`src/rtl/cmt_pkg.sv`:
```
package cmt_pkg;
  localparam int CSR_W    = 16;
  localparam int SEL_W    = 2;
  localparam int BUSY_BIT = 4;
  localparam int WRAP_BIT = 14;

  // match flag position depends on the counter width variant
  function automatic int match_bit(input int cnt_w);
    return (cnt_w > 16) ? 15 : 7;
  endfunction

  // interrupt enable position depends on the counter width variant
  function automatic int ie_bit(input int cnt_w);
    return (cnt_w > 16) ? 5 : 6;
  endfunction

  typedef enum logic [1:0] {
    PEND_IDLE = 2'd0,
    PEND_ONE  = 2'd1,
    PEND_TWO  = 2'd2
  } pend_e;
endpackage

```
`src/rtl/cmt_prescaler.sv`:
```
module cmt_prescaler #(
  parameter int NSEL = 4,
  parameter int BASE = 3,
  parameter int STEP = 2
) (
  input  logic            clk,
  input  logic            rst,
  output logic [NSEL-1:0] tick
);
  localparam int PW = BASE + STEP * (NSEL - 1);

  logic [PW-1:0] pre_q;

  always_ff @(posedge clk) begin
    if (rst) pre_q <= '0;
    else     pre_q <= pre_q + 1'b1;
  end

  // tap k fires once every 2**(BASE+STEP*k) cycles
  generate
    for (genvar k = 0; k < NSEL; k++) begin : g_tap
      localparam int TW = BASE + STEP * k;
      assign tick[k] = &pre_q[TW-1:0];
    end
  endgenerate
endmodule

```
`src/rtl/cmt_channel.sv`:
```
module cmt_channel
  import cmt_pkg::*;
#(
  parameter int CNT_W = 32,
  parameter int NSEL  = 4
) (
  input  logic             clk,
  input  logic             rst,
  input  logic             run,
  input  logic [NSEL-1:0]  tick_in,
  input  logic             csr_we,
  input  logic             cnt_we,
  input  logic             cmp_we,
  input  logic [CNT_W-1:0] wdata,
  output logic [CSR_W-1:0] csr_out,
  output logic [CNT_W-1:0] cnt_q,
  output logic [CNT_W-1:0] cmp_q,
  output logic             irq_q,
  output logic             flag_o,
  output logic             ie_o,
  output logic             busy_o
);
  localparam int MB       = match_bit(CNT_W);
  localparam int IEB      = ie_bit(CNT_W);
  localparam bit HAS_WRAP = (CNT_W > 16);
  localparam logic [CSR_W-1:0] MATCH_M = CSR_W'(1) << MB;
  localparam logic [CSR_W-1:0] WRAP_M  = HAS_WRAP ? (CSR_W'(1) << WRAP_BIT) : '0;
  localparam logic [CSR_W-1:0] BUSY_M  = CSR_W'(1) << BUSY_BIT;
  localparam logic [CSR_W-1:0] KEEP_M  = ~(MATCH_M | WRAP_M | BUSY_M);

  logic [CSR_W-1:0] cfg_q;
  logic             match_q;
  logic             wrap_q;
  pend_e            pend_q;
  logic [CNT_W-1:0] pend_val;
  logic             tick, apply, step, hit, roll;

  assign tick  = tick_in[cfg_q[SEL_W-1:0]];
  assign apply = tick && (pend_q == PEND_ONE);
  assign step  = tick && run && !apply;
  assign hit   = step && (cnt_q == cmp_q);
  assign roll  = step && !hit && (&cnt_q);

  always_ff @(posedge clk) begin
    if (rst) begin
      cfg_q <= '0;
      cmp_q <= '1;
    end else begin
      if (csr_we) cfg_q <= wdata[CSR_W-1:0] & KEEP_M;
      if (cmp_we) cmp_q <= wdata;
    end
  end

  // set has priority over a clearing write in the same cycle
  always_ff @(posedge clk) begin
    if (rst) begin
      match_q <= 1'b0;
      wrap_q  <= 1'b0;
    end else begin
      if (hit)         match_q <= 1'b1;
      else if (csr_we) match_q <= match_q & wdata[MB];
      if (!HAS_WRAP)   wrap_q  <= 1'b0;
      else if (roll)   wrap_q  <= 1'b1;
      else if (csr_we) wrap_q  <= wrap_q & wdata[WRAP_BIT];
    end
  end

  // counter write waits for two ticks of the selected count clock
  always_ff @(posedge clk) begin
    if (rst) begin
      pend_q   <= PEND_IDLE;
      pend_val <= '0;
    end else if (cnt_we && pend_q == PEND_IDLE) begin
      pend_q   <= PEND_TWO;
      pend_val <= wdata;
    end else if (tick) begin
      case (pend_q)
        PEND_TWO: pend_q <= PEND_ONE;
        PEND_ONE: pend_q <= PEND_IDLE;
        default:  pend_q <= PEND_IDLE;
      endcase
    end
  end

  always_ff @(posedge clk) begin
    if (rst)        cnt_q <= '0;
    else if (apply) cnt_q <= pend_val;
    else if (step)  cnt_q <= hit ? '0 : cnt_q + 1'b1;
  end

  always_ff @(posedge clk) begin
    if (rst) irq_q <= 1'b0;
    else     irq_q <= match_q & cfg_q[IEB];
  end

  assign busy_o  = (pend_q != PEND_IDLE);
  assign flag_o  = match_q;
  assign ie_o    = cfg_q[IEB];
  assign csr_out = cfg_q | (match_q ? MATCH_M : '0) | (wrap_q ? WRAP_M : '0)
                 | (busy_o ? BUSY_M : '0);
endmodule

```
`src/rtl/cmt_timer.sv`:
```
module cmt_timer
  import cmt_pkg::*;
#(
  parameter int NCH    = 2,
  parameter int CNT_W  = 32,
  parameter int DATA_W = 32,
  parameter int NSEL   = 4,
  parameter int ADDR_W = $clog2(4 * (NCH + 1))
) (
  input  logic              clk,
  input  logic              rst,
  input  logic              bus_wr,
  input  logic              bus_rd,
  input  logic [ADDR_W-1:0] bus_addr,
  input  logic [DATA_W-1:0] bus_wdata,
  output logic [DATA_W-1:0] bus_rdata,
  output logic [NCH-1:0]    irq
);
  localparam int MATCH_B = match_bit(CNT_W);

  logic [NSEL-1:0]      tick;
  logic [NCH-1:0]       run_q;
  logic [CSR_W-1:0]     csr_a [NCH];
  logic [CNT_W-1:0]     cnt_a [NCH];
  logic [CNT_W-1:0]     cmp_a [NCH];
  logic [NCH-1:0]       flag_v, ie_v, busy_v;
  logic [NCH*CNT_W-1:0] cnt_flat;
  logic [DATA_W-1:0]    rd_mux;
  logic                 clr_bit;

  assign clr_bit = bus_wdata[MATCH_B];

  cmt_prescaler #(.NSEL(NSEL)) u_pre (
    .clk (clk),
    .rst (rst),
    .tick(tick)
  );

  always_ff @(posedge clk) begin
    if (rst)                           run_q <= '0;
    else if (bus_wr && bus_addr == '0) run_q <= bus_wdata[NCH-1:0];
  end

  generate
    for (genvar c = 0; c < NCH; c++) begin : g_ch
      localparam logic [ADDR_W-1:0] BASE = ADDR_W'(4 * (c + 1));
      cmt_channel #(.CNT_W(CNT_W), .NSEL(NSEL)) u_ch (
        .clk    (clk),
        .rst    (rst),
        .run    (run_q[c]),
        .tick_in(tick),
        .csr_we (bus_wr && bus_addr == BASE),
        .cnt_we (bus_wr && bus_addr == BASE + 1'b1),
        .cmp_we (bus_wr && bus_addr == BASE + 2'd2),
        .wdata  (bus_wdata[CNT_W-1:0]),
        .csr_out(csr_a[c]),
        .cnt_q  (cnt_a[c]),
        .cmp_q  (cmp_a[c]),
        .irq_q  (irq[c]),
        .flag_o (flag_v[c]),
        .ie_o   (ie_v[c]),
        .busy_o (busy_v[c])
      );
      assign cnt_flat[c*CNT_W +: CNT_W] = cnt_a[c];
    end
  endgenerate

  always_comb begin
    rd_mux = '0;
    if (bus_addr == '0) rd_mux = DATA_W'(run_q);
    for (int c = 0; c < NCH; c++) begin
      if (bus_addr == ADDR_W'(4 * (c + 1)))     rd_mux = DATA_W'(csr_a[c]);
      if (bus_addr == ADDR_W'(4 * (c + 1) + 1)) rd_mux = DATA_W'(cnt_a[c]);
      if (bus_addr == ADDR_W'(4 * (c + 1) + 2)) rd_mux = DATA_W'(cmp_a[c]);
    end
  end

  always_ff @(posedge clk) begin
    if (rst)         bus_rdata <= '0;
    else if (bus_rd) bus_rdata <= rd_mux;
  end
endmodule

```
`config.mk`:
```
export PLATFORM = sky130hd
export DESIGN_NAME = cmt_timer
export DESIGN_NICKNAME = d
export VERILOG_FILES = /design/src/rtl/cmt_pkg.sv /design/src/rtl/cmt_prescaler.sv /design/src/rtl/cmt_channel.sv /design/src/rtl/cmt_timer.sv
export SDC_FILE = /design/constraint.sdc
export NUM_CORES = 1
export LEC_CHECK = 0
export BUFFER_PORTS_ARGS = -buffer_cell sky130_fd_sc_hd__buf_2
export CORE_MARGIN = 8
export CORE_UTILIZATION = 40
export DETAILED_ROUTE_END_ITERATION = 10
export GPL_ROUTABILITY_DRIVEN = 0
export PLACE_DENSITY = 0.61
export SYNTH_ARGS = -nofsm -noshare
export SYNTH_HDL_FRONTEND = slang
export SYNTH_HIERARCHICAL = 1
export SYNTH_SLANG_ARGS = --single-unit
```
`constraint.sdc`:
```
create_clock -name clk -period 2.85 [get_ports clk]
set_input_delay 0.57 -clock clk [delete_from_list [all_inputs] [get_ports clk]]
set_output_delay 0.57 -clock clk [all_outputs]
set_load 0.02 [all_outputs]
```
* Yosys cells after proc, flatten, opt, wreduce, memory -nomap -nowiden
Cells that the tools add are included.
** Operators by class
- Shift-type cells :: 0
- Reductions and logical operators :: 46
- Div/mod/pow operators :: 0
- Equal/unequal tests :: 12
- Magnitude comparators :: 2
- Bitwise gates (word level) :: 12
- Multiply operators :: 0
- Add/subtract/negate cells :: 3
- Mux-type cells :: 37
** Operator list (number)
- 32-bit two-way mux :: 12
- 32-bit by 1-bit adder with 32-bit output (second input constant) :: 2
- 32-bit == test :: 2
- 16-bit bitwise OR :: 4
- 32-bit AND reduction :: 2
- 16-bit two-way mux :: 2
- 14-bit by 16-bit bitwise OR with 16-bit output :: 2
- 15-bit two-way mux :: 2
- 1-bit logical AND :: 21
- 2-bit nonzero test :: 10
- 4-bit by 3-bit == test with 1-bit output (second input constant) :: 3
- 4-bit == test (second input constant) :: 3
- 1-bit two-way mux :: 12
- 2-bit two-way mux :: 5
- 5-bit two-way mux :: 2
- 9-bit by 1-bit adder with 9-bit output (second input constant) :: 1
- 9-bit AND reduction :: 1
- 7-bit AND reduction :: 1
- 1-bit AND :: 6
- 2-bit by 3-bit < comparator with 1-bit output (second input constant) :: 2
- 5-bit AND reduction :: 1
- 1-bit binary-select mux with 2-bit select :: 2
- 2-bit by 1-bit == test with 1-bit output (second input constant) :: 2
- 2-bit == test (second input constant) :: 2
- other kinds (5) :: 10
** Word-level totals
- Memory bits (read-only) :: 0
- Bits in latches :: 0
- Word-level logic and storage cells :: 133
- Memories kept :: 0
- Memory bits (writable) :: 0
- Output and inout port bits :: 34
- Bits of input ports :: 40
- Register bits after elaboration :: 271

* Logic depth before layout (Yosys ltp)
Gate-level depths: netlist of run 1.
- Depth in word-level cells :: 11
- Gate-level depth with buffers :: 12
- Mapped depth without buffers :: 11

* Modules after synthesis
The synthesis of run 1 kept the hierarchy.
** By module, submodules not included
- cmt_channel :: times used 2, cells an instance 611, seq. area each 2282.2 um^2, area each 5315.1 um^2
- cmt_timer :: times used 1, cells an instance 313, seq. area each 680.7 um^2, area each 2602.5 um^2
- cmt_prescaler :: times used 1, cells an instance 39, seq. area each 180.2 um^2, area each 371.6 um^2

* Least setup slack after synthesis of run 1
Ideal clock, no wire load.
- Kind :: flip-flop to flip-flop
- From :: reg u_pre.pre_q[0]
- To :: reg g_ch[0].u_ch.cnt_q[17]
- Arrival :: 2.284 ns
- Data required time :: 2.720 ns
- Library setup time :: 0.130 ns
- Buffers on the path :: 2
- Setup slack :: 0.436 ns
- Cell stages (with the launch flop) :: 12
- Period minus slack after synthesis :: 2.414 ns
- Cell sequence :: dfxtp_1 > ha_1 > nand3_1 > nor2_1 > and2_1 > ha_1 > mux4_2 > and2_1 > buf_2 > buf_2 > a22oi_1 > o22ai_1
** Between the ends
- Longest elaborated chain between the ends :: 10
- Elaborated cells on any way between the ends :: 15
- Those cells by class :: mux (5); reduce/logical (10)
** RTL lines
- start, declared :: RTL line cmt_prescaler.sv:12 : logic [PW-1:0] pre_q;
- start signal, assigned :: RTL line cmt_prescaler.sv:16 : else pre_q <= pre_q + 1'b1;
- 7-bit AND reduction * :: RTL line cmt_prescaler.sv:23 : assign tick[k] = &pre_q[TW-1:0];
- net tick[2] :: RTL line cmt_timer.sv:21 : logic [NSEL-1:0] tick;
- 1-bit binary-select mux with 2-bit select * :: RTL line cmt_channel.sv:38 : assign tick = tick_in[cfg_q[SEL_W-1:0]];
- 1-bit two-way mux (not written as such) * :: RTL line cmt_channel.sv:38
- 1-bit logical AND :: RTL line cmt_channel.sv:39 : assign apply = tick && (pend_q == PEND_ONE);
- 1-bit logical NOT :: RTL line cmt_channel.sv:40 : assign step = tick && run && !apply;
- 1-bit logical AND :: RTL line cmt_channel.sv:40
- 1-bit logical AND :: RTL line cmt_channel.sv:41 : assign hit = step && (cnt_q == cmp_q);
- 32-bit two-way mux (2 in a row) :: RTL line cmt_channel.sv:88 : else if (step) cnt_q <= hit ? '0 : cnt_q + 1'b1;
- 32-bit two-way mux :: RTL line cmt_channel.sv:87 : else if (apply) cnt_q <= pend_val;
- end signal, assigned :: RTL line cmt_channel.sv:87
- end signal, assigned :: RTL line cmt_channel.sv:88
- end, declared :: RTL line cmt_channel.sv:16 : output logic [CNT_W-1:0] cnt_q,
Mark *: on every way through the listed nets, which the timed path passes. The rest lies on a longest branch. The select of a mux whose other input is x is not followed.
A chain may end at the register's enable or synchronous reset.

* Final worst setup path of run 1
- From :: reg u_pre.pre_q[0]
- To :: reg g_ch[1].u_ch.cnt_q[20]
** Between the ends
- Longest elaborated chain between the ends :: 10
- Elaborated cells on any way between the ends :: 15
- Those cells by class :: mux (5); reduce/logical (10)
** RTL lines (RTL line)
- 7-bit AND reduction * :: cmt_prescaler.sv:23
- net tick[2] :: cmt_timer.sv:21
- 1-bit binary-select mux with 2-bit select * :: cmt_channel.sv:38
- 1-bit two-way mux (not written as such) * :: cmt_channel.sv:38
- 1-bit logical AND :: cmt_channel.sv:39
- 1-bit logical NOT :: cmt_channel.sv:40
- 1-bit logical AND :: cmt_channel.sv:40
- 1-bit logical AND :: cmt_channel.sv:41
- 32-bit two-way mux (2 in a row) :: cmt_channel.sv:88
- 32-bit two-way mux :: cmt_channel.sv:87
- end signal, assigned :: cmt_channel.sv:87
- end signal, assigned :: cmt_channel.sv:88
- end, declared :: cmt_channel.sv:16
Marks and branches as above.

==> summary.txt, run 1 <==
Floorplanning
  • Initial Util: 40.57%
  • # rows: 67
  • Core ar.: 33,530 um2
  • Die width: between 200 and 250 um
  • Top Ports: 74
  • DIE HEIGHT: about 200 um
  • DIE AREA: 40,170 um2

Yosys
  • Synth Warn #: 6
  • Leading cell type by number of instances after synthesis: dfxtp_1
  • Area leader, netlist: dfxtp_1
  • Yosys cell types: slightly below 60
  • Commonest cells post-synth: dfxtp_1, nand2_1, nor2_1
  • Register area share after synthesis: between 30% and 40%
  • Top FF cell, synth: dfxtp_1
  • Mapped Cells: 1,574
  • Largest cells by area after synthesis: dfxtp_1, mux2i_1, nand2_1
  • Synthesized area: about 14,000 um2
  • Post-synth EDFFs: 0
  • Synth Register Bits: 271
  • Synth Net Count: about 1,600
  • Synth top area share: between 30% and 40%
  • Share of flip-flops with an asynchronous set or reset: 0%
  • Syn Area/Cell: 8.643 um2

Detailed routing
  • Post-DR wirelength/cell: 21.40 um
  • Routed via count: 12,220
  • Initial DRC Count: 1,297
  • Routed WL: roughly 45,000 um
  • Antenna viol nets, final: 0
  • Drt pass-1 iters: 6
  • # DRC: 0
  • Vias per cell: 5.834

Layout
  • Fillers: ~3,300
  • N_diodes: 0
  • Util after Layout: 46.57%
  • Area grow syn2layout: 14.79%
  • Layout Nets: 1,668
  • Share of post-route cells with drive strength above 1: 15.92%
  • Final Instance Area: 15,620 um2

Clock network
  • Post-cts hold buffer count: 0
  • Clock sink count: 271
  • Later-pin clock latency in the skew report: 0.55 ns
  • Clock Path Buffers: 3
  • CTS tree: done
  • Cts bufs inserted: 30
  • CTS clk-pin slew, worst paths: about 0.06 ns
  • Setup bufs post-CTS: 0
  • Root Buffer: clkbuf_16
  • H-tree depth: 1

Setup path
  • Worst path required time: between 3 and 4 ns
  • Critical Path Source: u_pre/pre_q[0]
  • Crit-path max FO: 16
  • Critical path endpoint: g_ch[1].u_ch/cnt_q[20]
  • CP Launch Type: flip-flop
  • R2r setup slk: approximately 0.16 ns
  • Crit-path slowest cell: mux4_2
  • Crit-path max cell delay: about 0.6 ns
  • Worst path arrival time: 3.13 ns
  • CP Capture Type: flip-flop
  • Crit path cell chain: ha_1 > nand3_1 > nor2_2 > and2_1 > ha_1 > mux4_2 > and3_2 > a32o_1 > o21bai_1
  • Reg2Reg Depth: 9
  • Worst reg2reg endpoint: g_ch[1].u_ch/cnt_q[20]
  • Worst r2r src: u_pre/pre_q[0]
  • CP most frequent cell: ha_1
  • CP Class: flip-flop to flip-flop

Pwr
  • Flop pwr share: 43.6%
  • Maximum vdd drop: 0.4927 mV
  • Pleak: 0.005409 uW
  • Switch share: between 20% and 30%
  • Pint: 6877 uW
  • Psw: 2025 uW
  • PD cells: between 500 and 600 nW/um2
  • Design Power: around 8900 uW
  • Clock power share: between 50 and 60%
  • Comb power frac: just over 6%

Global route
  • Antenna violations before repair: 0
  • Pin count of the biggest net entering global routing: 95
  • Overflow after GRT: 0
  • Global Route Usage Sum: 21.42%
  • Vias in the first global route: roughly 12,000
  • First-pass GRT wire length: 69,370 um

STA
  • Setup TNS: 0 ns
  • Min Tclk post-route: roughly 2.7 ns
  • Max-slew violation count: 0
  • Fin Clk Skew: 0.01020 ns
  • Period utilization: a little over nine tenths
  • Setup ws final: between 0.15 and 0.2 ns
  • Max-Slew Margin vs Limit: approximately 28%
  • # setup viols final: 0
  • RSZ-0062 raised after global routing: no
  • Hold Fails Final Rpt: 0
  • Tightest Pin Transition: between 1 and 1.5 ns
  • Fmax: approximately 370 MHz

Run
  • Max Cap Viol: 0

Worst hold path
  • Hold WC Path Type: primary input to flip-flop

Placement
  • HPWL after detailed placement: 32,850 um
  • Number of port buffers: between 70 and 80
  • DP Worst Slack: around 0.045 ns
  • DP Area: about 14,000 um2

Run status
  • Status: complete, no violations
cell type report:
class | instances | area (um2) | share of cell area, %
clock inverter | 17 | 291.5 | 1.867
multi-input combinational | 1141 | 7391 | 47.33
inverter | 34 | 127.6 | 0.8172
clock buffer | 39 | 865.8 | 5.544
timing repair buffer | 144 | 954.7 | 6.113
sequential | 271 | 5425 | 34.74
tap | 448 | 560.5 | 3.589
kinds of logic (layout without fill, tap and decap cells):
group           Yosys count  in the layout  share of synthesized area, %
compound gates          332            332                         16.85
xor+xnor                 91             91                         6.190
fa+ha+maj                 6              6                        0.5518
buf+inv                 162            234                         5.950
flops                   271            271                         39.88
mux                     112            112                         8.443
simple gates            600            600                         22.14
critical path: cells and delay by family, from the launching register on:
| kind | cells | cell delay (ns) |
|---|---|---|
| adders and majority gates | 2 | 0.42 |
| muxes | 1 | 0.61 |
| and+or+nand+nor | 4 | 0.80 |
| DFF | 1 | 0.34 |
| AOI/OAI and AO/OA | 2 | 0.40 |
what timing repair did:
action	CTS	global route
hold endpoints to repair	0	0
setup endpoints to repair	0	34
gates resized for setup	0	6
power by group through the flow:
stage	registers, uW	clock network (uW)	logic (uW)
final	3880	4470	549
after global routing	3890	4710	586
after CTS	3880	4530	544
after detailed placement	3970	0	541
after global placement	3960	0	537
after floorplan	3980	0	314
metrics by stage:
step / hold WS (ns) / std cells
final: 0.2835 / 2094
after global routing: 0.2747 / 2094
after CTS: 0.2663 / 2094
after floorplan: 0.4255 / 1574
after global placement: 0.4369 / 2038
after detailed placement: 0.4428 / 2038
registers in the layout, summed over array words and instances, names as in the netlist, 4 cells and up:
signal              flops
g_ch.u_ch/cmp_q        64
g_ch.u_ch/cnt_q        64
g_ch.u_ch/pend_val     64
g_ch.u_ch/cfg_q        26
bus_rdata              32
u_pre/pre_q             9
g_ch.u_ch/pend_q        4
cells in the final DEF, fill, tap and decap left out, types with 23 or more instances in the layout:
master,n
dfxtp_1,271
inv_1,34
nand4_1,31
a22oi_1,72
o21ai_0,27
nor2_1,110
buf_2,72
mux2i_1,108
xnor2_1,70
nand2_1,250
nand2b_1,23
clkbuf_16,31
buf_4,67
nor3_1,28
nand3_1,45
a21oi_1,97
how the worst min path moves through the flow:
stage / endpoint / from / slack (ns) / depth (start not counted)
2_1_floorplan: g_ch[0].u_ch/cnt_q[13] / g_ch[0].u_ch/pend_val[13] / 0.43 / 2
3_3_place_gp: g_ch[1].u_ch/cnt_q[18] / g_ch[1].u_ch/pend_val[18] / 0.44 / 2
3_5_place_dp: g_ch[0].u_ch/cnt_q[27] / g_ch[0].u_ch/pend_val[27] / 0.44 / 2
4_1_cts: g_ch[0].u_ch/pend_val[22] / rst / 0.27 / 2
5_1_grt: g_ch[0].u_ch/flag_o / rst / 0.27 / 2
6_report: g_ch[0].u_ch/flag_o / rst / 0.28 / 2
metal layers:
| metal | track usage [%] | wire length, um | vias to the layer above |
|---|---|---|---|
| li1 | - | - | 5660 |
| met1 | 29.66 | 20070 | 5907 |
| met2 | 32.88 | 19570 | 550 |
| met3 | 4.163 | 3565 | 99 |
| met4 | 7.359 | 1599 | 0 |
| met5 | 0 | 0 | - |
Note: power is estimated with default switching activity, not from simulation.
==> inputs of run 2 (changes only) <==
Clock period 2.85 ns to 3.25 ns, I/O delays scaled along.
==> summary.txt, run 2 (synthesis results as in run 1) <==
Run status
  • Status: complete, no violations

Clock network
  • H-tree depth: 1 (unchanged)
  • Clock Path Buffers: 3 (unchanged)
  • CTS clk-pin slew, worst paths: 0.06 ns (about the same)
  • Clock sink count: 271 (unchanged)
  • Post-cts hold buffer count: 0 (unchanged)
  • Setup bufs post-CTS: 0 (unchanged)
  • CTS resizes: 0 (unchanged)
  • CTS tree: done
  • Root Buffer: clkbuf_16
  • Cts bufs inserted: 30 (unchanged)
  • Later-pin clock latency in the skew report: 0.55 ns (about the same)

Floorplanning
  • Initial Util: 40.57% (unchanged)
  • DIE AREA: 40,170 um2 (unchanged)
  • Die width: 200.4 um (unchanged)
  • Core ar.: 33,530 um2 (unchanged)
  • DIE HEIGHT: 200.4 um (unchanged)
  • # rows: 67 (unchanged)
  • Top Ports: 74 (unchanged)

Global route
  • M3 GR Usage: 3.018% (-1.1 points)
  • Overflow after GRT: 0 (unchanged)
  • Pin count of the biggest net entering global routing: 66 (-31%)
  • Global-route track usage on met2: 31.60% (-1.3 points)
  • M1 GR Usage: 29.56% (-0.10 points)
  • Vias in the first global route: 11,340 (-3.2%)
  • First-pass GRT wire length: 67,650 um (-2.5%)
  • Antenna violations before repair: 0 (unchanged)
  • Global Route Usage Sum: 20.90% (-0.53 points)
  • Top Usage Layer GRT: met2

Setup path
  • CP top delay family: simple AND/OR/NAND/NOR gates
  • Worst path arrival time: 3.37 ns (+0.24 ns)
  • Worst path required time: 3.71 ns (+0.42 ns)
  • CP Launch Type: flip-flop
  • Crit-path max FO: 13 (-3)
  • Crit-path slowest cell: nand2_1
  • CP most frequent cell: ha_1
  • CP Class: flip-flop to flip-flop
  • Reg2Reg Depth: 10 (+1)
  • Critical path depth in cells: 10 (+1)
  • CP Capture Type: flip-flop
  • Worst Path Buf+Inv: 0 (unchanged)
  • Crit-path max cell delay: 0.42 ns (-0.19 ns)
  • Crit path cell chain: ha_1 > nand3_1 > nor2_1 > and2_1 > ha_1 > mux4_2 > nand3_4 > a21oi_2 > nand2_1 > o22ai_1

STA
  • Period utilization: 89.67% (-4.8 points)
  • Setup TNS: 0 ns (unchanged)
  • Min Tclk post-route: 2.914 ns (+0.2229 ns)
  • Max-Slew Margin vs Limit: 45.22% (+17 points)
  • RSZ-0062 raised after global routing: no
  • Fmax: 343.1 MHz (-7.6%)
  • Setup ws final: 0.3358 ns (+0.1771 ns)
  • Min Hold Slack: 0.4028 ns (+0.1193 ns)
  • Fin Clk Skew: 0.007690 ns (-0.002511 ns)
  • Max-slew violation count: 0 (unchanged)
  • # setup viols final: 0 (unchanged)
  • Hold Fails Final Rpt: 0 (unchanged)
  • Tightest Pin Transition: 0.8149 ns (-0.2586 ns)

Layout
  • Share of post-route cells with drive strength above 1: 13.97% (-1.9 points)
  • Most frequent cells in the layout: dfxtp_1, nand2_1, nor2_1
  • Area grow syn2layout: 12.09%
  • N_diodes: 0 (unchanged)
  • Regs by FF count: g_ch.u_ch/cmp_q x64, g_ch.u_ch/cnt_q x64, g_ch.u_ch/pend_val x64
  • Layout Nets: 1,645 (-1.4%)
  • Final Instance Area: 15,250 um2 (-2.4%)
  • Util after Layout: 45.47% (-1.1 points)
  • Commonest non-fill, non-tap cell in the layout: dfxtp_1

Pwr
  • Switch share: 23.48% (+0.73 points)
  • PD cells: 477.2 nW/um2 (-16%)
  • Flop pwr share: 46.8% (+3.2 points)
  • Pleak: 0.005201 uW (-3.8%)
  • Comb power frac: 6.5% (+0.3 points)
  • Clock power share: 46.7% (-3.5 points)
  • Pint: 5568 uW (-19%)
  • Maximum vdd drop: 0.4067 mV (-17%)
  • Psw: 1709 uW (-16%)

Detailed routing
  • Initial DRC Count: 1,195 (-7.9%)
  • Antenna viol nets, final: 0 (unchanged)
  • Drt pass-1 iters: 6 (unchanged)
  • Post-DR wirelength/cell: 21.29 um (-0.49%)
  • # DRC: 0 (unchanged)
  • Routed via count: 11,950 (-2.2%)
  • Vias per cell: 5.786 (-0.83%)
  • Routed WL: 43,990 um (-1.8%)

Placement
  • Number of port buffers: 73 (unchanged)
  • DP Worst Slack: 0.3978 ns (+0.3526 ns)
  • HPWL after detailed placement: 32,080 um (-2.3%)
  • DP Area: 14,260 um2 (-1.3%)

Worst hold path
  • Hold Path Stages: 3 (+1)
  • Hold WC Path Type: primary input to flip-flop

Run
  • Max Cap Viol: 0 (unchanged)
-- run 2: final cells by class --
class                      instances  area, um2
multi-input combinational       1141       7375
sequential                       271       5425
clock buffer                      47      945.9
inverter                          34      127.6
tap                              448      560.5
timing repair buffer             121      769.5
clock inverter                     4      45.04
fill                            3370      18280
-- run 2: power groups by stage --
stage	registers [uW]	logic, uW	clock network (uW)
4_1_cts	3410	472	3440
6_report	3410	475	3400
3_3_place_gp	3480	466	0
3_5_place_dp	3480	470	0
5_1_grt	3410	506	3570
2_1_floorplan	3490	275	0
-- run 2: path summary, 6_finish.rpt --
check / start / end / slack (ns)
max: u_pre/pre_q[0] / g_ch[1].u_ch/cnt_q[3] / 0.34
min: bus_wdata[30] / g_ch[0].u_ch/pend_val[30] / 0.40
max reg2reg: u_pre/pre_q[0] / g_ch[1].u_ch/cnt_q[3] / 0.34
min reg2reg: g_ch[0].u_ch/pend_val[16] / g_ch[0].u_ch/pend_val[16] / 0.45
-- run 2: worst reg2reg max path: cells and delay by family, from the launching register on --
kind / cells / cell delay (ns)
compound gates: 2 / 0.58
simple gates: 5 / 1.10
fa+ha+maj: 2 / 0.34
mux: 1 / 0.40
flops: 1 / 0.38
-- run 2: metrics by stage --
step | power, uW | cells
6_report | 7277 | 2066
5_1_grt | 7487 | 2066
4_1_cts | 7322 | 2066
3_5_place_dp | 3947 | 2015
3_3_place_gp | 3943 | 2015
2_1_floorplan | 3764 | 1574
-- run 2: metal layers --
layer | wire [um] | vias to the layer above
li1 | - | 5623
met1 | 20260 | 5709
met2 | 18880 | 520
met3 | 3076 | 101
met4 | 1778 | 0
met5 | 0 | -
